File: src/rtl/fe_pkg.sv
package fe_pkg;

  typedef enum logic [2:0] {
    OP_LOAD   = 3'd0,
    OP_STORE  = 3'd1,
    OP_TAKE   = 3'd2,
    OP_PUT    = 3'd3,
    OP_PEEK   = 3'd4,
    OP_SETTAG = 3'd5
  } fe_op_e;

  typedef struct packed {
    logic wr_data;
    logic wr_tag;
    logic tag_val;
    logic give;
    logic done;
    logic trap;
  } fe_act_t;

endpackage

File: src/rtl/fe_rule.sv
module fe_rule
  import fe_pkg::*;
(
  input  logic [2:0] op,
  input  logic       tag_now,
  input  logic       set_bit,
  output fe_act_t    act
);

  always_comb begin
    act = '0;
    case (fe_op_e'(op))
      OP_LOAD: begin
        act.done = 1'b1;
        act.give = 1'b1;
      end
      OP_STORE: begin
        act.done    = 1'b1;
        act.wr_data = 1'b1;
      end
      OP_TAKE: begin
        if (tag_now) begin
          act.done    = 1'b1;
          act.give    = 1'b1;
          act.wr_tag  = 1'b1;
          act.tag_val = 1'b0;
        end else begin
          act.trap = 1'b1;
        end
      end
      OP_PUT: begin
        if (!tag_now) begin
          act.done    = 1'b1;
          act.wr_data = 1'b1;
          act.wr_tag  = 1'b1;
          act.tag_val = 1'b1;
        end else begin
          act.trap = 1'b1;
        end
      end
      OP_PEEK: begin
        if (tag_now) begin
          act.trap = 1'b1;
        end else begin
          act.done = 1'b1;
          act.give = 1'b1;
        end
      end
      OP_SETTAG: begin
        act.done    = 1'b1;
        act.wr_tag  = 1'b1;
        act.tag_val = set_bit;
      end
      default: act = '0;
    endcase
  end

endmodule

File: src/rtl/fe_tag_store.sv
module fe_tag_store #(
  parameter int ADDR_W = 4,
  localparam int DEPTH = 1 << ADDR_W
) (
  input  logic              clk,
  input  logic              rst_n,
  input  logic              wr_en,
  input  logic [ADDR_W-1:0] wr_addr,
  input  logic              wr_val,
  input  logic [ADDR_W-1:0] rd_addr,
  output logic              rd_val,
  output logic [DEPTH-1:0]  tags
);

  logic [DEPTH-1:0] hit;
  logic [DEPTH-1:0] tag_q;

  always_comb begin
    hit = '0;
    if (wr_en) hit[wr_addr] = 1'b1;
  end

  for (genvar i = 0; i < DEPTH; i++) begin : g_tag
    always_ff @(posedge clk or negedge rst_n) begin
      if (!rst_n)      tag_q[i] <= 1'b0;
      else if (hit[i]) tag_q[i] <= wr_val;
    end
  end

  assign rd_val = tag_q[rd_addr];
  assign tags   = tag_q;

endmodule

File: src/rtl/fe_word_store.sv
module fe_word_store #(
  parameter int ADDR_W = 4,
  parameter int DATA_W = 16,
  localparam int DEPTH = 1 << ADDR_W
) (
  input  logic              clk,
  input  logic              wr_en,
  input  logic [ADDR_W-1:0] addr,
  input  logic [DATA_W-1:0] wr_data,
  output logic [DATA_W-1:0] rd_data
);

  logic [DEPTH-1:0]  hit;
  logic [DATA_W-1:0] mem_q [DEPTH];

  always_comb begin
    hit = '0;
    if (wr_en) hit[addr] = 1'b1;
  end

  for (genvar i = 0; i < DEPTH; i++) begin : g_word
    always_ff @(posedge clk) begin
      if (hit[i]) mem_q[i] <= wr_data;
    end
  end

  assign rd_data = mem_q[addr];

endmodule

File: src/rtl/fe_rsp_stage.sv
module fe_rsp_stage #(
  parameter int DATA_W = 16
) (
  input  logic              clk,
  input  logic              rst_n,
  input  logic              in_valid,
  input  logic              in_give,
  input  logic              in_done,
  input  logic              in_trap,
  input  logic [DATA_W-1:0] in_word,
  output logic              rsp_valid,
  output logic [DATA_W-1:0] rsp_data,
  output logic              rsp_done,
  output logic              rsp_trap
);

  logic [DATA_W-1:0] data_d;
  logic              done_d, trap_d;

  always_comb begin
    data_d = in_give ? in_word : '0;
    done_d = in_valid & in_done;
    trap_d = in_valid & in_trap;
  end

  always_ff @(posedge clk or negedge rst_n) begin
    if (!rst_n) begin
      rsp_valid <= 1'b0;
      rsp_done  <= 1'b0;
      rsp_trap  <= 1'b0;
    end else begin
      rsp_valid <= in_valid;
      rsp_done  <= done_d;
      rsp_trap  <= trap_d;
    end
  end

  always_ff @(posedge clk) begin
    if (in_valid) rsp_data <= data_d;
  end

endmodule

File: src/rtl/fe_sync_mem.sv
module fe_sync_mem
  import fe_pkg::*;
#(
  parameter int ADDR_W = 4,
  parameter int DATA_W = 16
) (
  input  logic              clk,
  input  logic              rst_n,
  input  logic              req_valid,
  input  logic [2:0]        req_op,
  input  logic [ADDR_W-1:0] req_addr,
  input  logic [DATA_W-1:0] req_wdata,
  output logic              rsp_valid,
  output logic [DATA_W-1:0] rsp_data,
  output logic              rsp_done,
  output logic              rsp_trap
);

  localparam int DEPTH = 1 << ADDR_W;

  logic [1:0]        rst_sync_q;
  logic              rst_sync_n;
  logic              tag_now;
  logic [DEPTH-1:0]  tag_vec;
  logic [DATA_W-1:0] word_now;
  fe_act_t           act;

  // Reset asserts at once and is released two clocks later.
  always_ff @(posedge clk or negedge rst_n) begin
    if (!rst_n) rst_sync_q <= 2'b00;
    else        rst_sync_q <= {rst_sync_q[0], 1'b1};
  end
  assign rst_sync_n = rst_sync_q[1];

  fe_rule u_rule (
    .op      (req_op),
    .tag_now (tag_now),
    .set_bit (req_wdata[0]),
    .act     (act)
  );

  fe_tag_store #(.ADDR_W(ADDR_W)) u_tags (
    .clk     (clk),
    .rst_n   (rst_sync_n),
    .wr_en   (req_valid & act.wr_tag),
    .wr_addr (req_addr),
    .wr_val  (act.tag_val),
    .rd_addr (req_addr),
    .rd_val  (tag_now),
    .tags    (tag_vec)
  );

  fe_word_store #(.ADDR_W(ADDR_W), .DATA_W(DATA_W)) u_words (
    .clk     (clk),
    .wr_en   (req_valid & act.wr_data),
    .addr    (req_addr),
    .wr_data (req_wdata),
    .rd_data (word_now)
  );

  fe_rsp_stage #(.DATA_W(DATA_W)) u_rsp (
    .clk       (clk),
    .rst_n     (rst_sync_n),
    .in_valid  (req_valid),
    .in_give   (act.give),
    .in_done   (act.done),
    .in_trap   (act.trap),
    .in_word   (word_now),
    .rsp_valid (rsp_valid),
    .rsp_data  (rsp_data),
    .rsp_done  (rsp_done),
    .rsp_trap  (rsp_trap)
  );

endmodule

File: config.mk
export PLATFORM = sky130hd
export DESIGN_NAME = fe_sync_mem
export DESIGN_NICKNAME = d
export VERILOG_FILES = /design/src/rtl/fe_pkg.sv /design/src/rtl/fe_rule.sv /design/src/rtl/fe_tag_store.sv /design/src/rtl/fe_word_store.sv /design/src/rtl/fe_rsp_stage.sv /design/src/rtl/fe_sync_mem.sv
export SDC_FILE = /design/constraint.sdc
export NUM_CORES = 1
export LEC_CHECK = 0
export ABC_CLOCK_PERIOD_IN_PS = 860
export BUFFER_PORTS_ARGS = -buffer_cell sky130_fd_sc_hd__buf_4
export CAP_MARGIN = 20
export CORE_ASPECT_RATIO = 1.1
export CORE_MARGIN = 2
export CORE_UTILIZATION = 30
export DETAILED_ROUTE_END_ITERATION = 16
export GPL_ROUTABILITY_DRIVEN = 1
export HOLD_SLACK_MARGIN = 0.12
export PLACE_DENSITY = 0.56
export REMOVE_ABC_BUFFERS = 1
export SYNTH_ARGS = -nofsm -noshare
export SYNTH_HDL_FRONTEND = slang
export SYNTH_SLANG_ARGS = --single-unit
File: constraint.sdc
create_clock -name clk -period 0.86 [get_ports clk]
set_input_delay 0.258 -clock clk [delete_from_list [all_inputs] [get_ports clk]]
set_output_delay 0.258 -clock clk [all_outputs]
set_load 0.01 [all_outputs]
==> summary.txt <==
outcome: complete, but fails checks
failing checks: setup timing
gr usage total: 0.131
Setup violations, final: 309
synthesized area: 11500 um^2
CP startpoint: u_tags.tags[10]$_DFFE_PN0P_
wire per inst: 21.3 um
gr ovfl total: 0
sequential share of the synthesized area: 0.754
clk_skew: 12.8 ps
sequence of cells on the critical path: mux4_2, mux2_4, mux2_4, buf_6, mux2i_1, a21boi_2, buf_6, o21ai_1
switching power summed over all nets: 6.45 mW
Critical path buffers and inverters: 2
die boundary width: 191 um
cell-internal power: 24.3 mW
I/O Buffers: 44
number of distinct library cells after synthesis: 28
total power: 30.7 mW
core footprint: 38000 um^2
Ys Warns: 0
number of flops mapped to enable cells by yosys: 272
Die Height: 210 um
share of power burned in registers: 0.511
LEAKAGE: 4.99 nW
maxcap violations: 0
ys async rst share: 0.0717
number of I/O pins: 45
DP HPWL: 17600 um
Worst EP arrival: 2770 ps
vias in the first global route: 6196
dpl cells: 1137
fin worst setup slack: -1500 ps
initial antenna violation count: 0
RSZ-0062 raised after global routing: true
CP endpoint kind: register
Initial Util: 0.303
Clock Sinks: 293
largest net degree at the start of global routing: 52
filler-free cell count of the finished design: 1214
vias: 5753
final wirelength: 25900 um
met3 WL: 1520 um
final period utilization: 2.74
CP max stage cell: mux4_2
largest cells by area after synthesis: edfxtp_1 71%, mux4_2 16%, dfrtp_1 4.6%
Max Used Layer: met4
Hold Crit Class: in2reg
synth-to-layout area growth: 27.8%
die area: 40000 um^2
Critical Path RT: 1270 ps
Met1 Wirelength: 11200 um
Fmax: 425 MHz
clock slew seen by the registers of the worst setup and hold paths: 70 ps
final hold slack: 157 ps
Post-synth top flop: edfxtp_1
Crit Path Category: reg2reg
H-tree depth: 1
Final GP Congestion: 0.791
TritonRoute pass-1 iters: 4
Max transition margin: 0.611
met2 WL: 12700 um
syn avg cell area: 21.2 um^2
diodes inserted: 0
R2R Path Start: u_tags.tags[10]$_DFFE_PN0P_
Critical Path Start Type: register
via/cell ratio: 4.74
final hold viol count: 0
post-synth top area share: 0.708
min Tclk post-route: 2360 ps
Comb pwr share: 0.060
Post-Syn Instances: 545
CTS tree: yes
leading area contributor after synthesis: edfxtp_1
slowest stage delay, CP: 480 ps
number of CTS-inserted buffers: 29
Max clock buf depth: 3
Worst-Margin Slew: 578 ps
Crit path max-delay family: multiplexers
Seq cells post-synth: 293
clk_lat worst skew: 540 ps
Max VDD drop: 1.89 mV
Routed Antenna Nets: 0
nets: 719
drc violations: 0
first-pass GRT wire length: 39100 um
Net Sw Frac: 0.210
Rows: 75
root buf cell: clkbuf_16
Clk pwr share: 0.429
hold_sp: req_op[0]
Slew Limit Fails: 0
fraction of layout cells with a size suffix above 1: 0.409
critical path fanouts, max: 8
PwrDens: 2090 nW/um^2
DR iter-0 viols: 452
## through the flow
| stage | area, um^2 | worst slack (ps) | setup TNS (ps) | util |
|---|---|---|---|---|
| after floorplan | 11400 | -2200 | -572450 | - |
| final | 14700 | -1500 | -413290 | 0.388 |
| after detailed placement | 13100 | -1690 | -469110 | 0.344 |
| after global placement | 13100 | -1710 | -471990 | 0.344 |
| after global routing | 14700 | -1590 | -434720 | 0.388 |
| after CTS | 14600 | -1540 | -423940 | 0.384 |
## worst min-delay path, cell delays in order
cell	delay, ps
buf_4	110
buf_4	150
nand2_1	60
a21boi_1	60
## power groups by stage
stage | Sequential, mW | Clock, mW | Combinational, mW
floorplan | 16.0 | 0 | 0.614
global placement | 16.0 | 0 | 1.66
detailed placement | 16.0 | 0 | 1.69
CTS | 15.7 | 13.5 | 1.83
global route | 15.7 | 14.1 | 1.99
finish | 15.7 | 13.2 | 1.85
## worst paths after layout
check                                                   end  slack [ps]  cells after the start
max in group asynchronous           rst_sync_q[1]$_DFF_PN0_         150                      3
worst max register to register   u_tags.tags[2]$_DFFE_PN0P_       -1500                      8
worst min-delay path               u_rsp.rsp_done$_DFF_PN0_         160                      4
worst max-delay path             u_tags.tags[2]$_DFFE_PN0P_       -1500                      8
min in group asynchronous       u_tags.tags[12]$_DFFE_PN0P_         240                      1
worst min register to register  u_tags.tags[12]$_DFFE_PN0P_         240                      1
## kinds of logic (layout without fill, tap and decap cells)
logic type,count (synthesis),count (layout),share of synthesized area
other,1,1,0.000325
AND/OR/NAND/NOR,74,74,0.0329
AO/OA/AOI/OAI,26,26,0.0141
buffers and inverters,47,216,0.0171
flip-flops,293,293,0.754
multiplexers,104,104,0.182
## metal layers
layer | up-vias | GRT usage
li1 | 2521 | -
met1 | 3020 | 0.183
met2 | 183 | 0.213
met3 | 29 | 0.0242
met4 | 0 | 0.0310
met5 | - | 0
## state kept, by name, indices dropped and copies added (netlist names)
name             cells
u_rsp.rsp_done       1
u_tags.tags         16
u_words.mem_q      256
u_rsp.rsp_data      16
u_rsp.rsp_trap       1
u_rsp.rsp_valid      1
rst_sync_q           2
## timing repair
item / in CTS / in global routing
endpoints found under the hold margin: 244 / 0
hold buffers: 18 / 0
setup buffers: 4 / 3
gates cloned: 0 / 1
setup endpoints to repair: 309 / 311
pin swaps: 8 / 8
resized for setup: 71 / 36
## cell usage in the layout (no fill, tap or decap), types with 12 or more instances in the layout
cell / count
mux4_2: 84
edfxtp_1: 272
buf_4: 67
nor2b_1: 18
nor2_1: 16
nor3_4: 12
inv_1: 17
clkbuf_16: 29
dfrtp_1: 21
mux2i_1: 17
dlygate4sd3_1: 17
o21ai_1: 13
buf_6: 48
## final cells by class
type | count | area (um^2)
Clock buffer | 29 | 726
Multi-Input combinational cell | 205 | 2880
Sequential cell | 293 | 8690
Inverter | 17 | 63.8
Clock inverter | 23 | 279
Timing Repair Buffer | 147 | 1470
Fill cell | 3384 | 23300
Tap cell | 500 | 626
## Yosys cell counts (8+ instances only)
cell      number
nor2_1        20
nor2b_1       18
nor3_1        17
mux2i_1       17
edfxtp_1     272
o21ai_1       10
mux4_2        84
o21ai_0        8
inv_1         17
clkbuf_1      16
dfrtp_1       21
No activity file was read; power rests on OpenSTA's default activity.
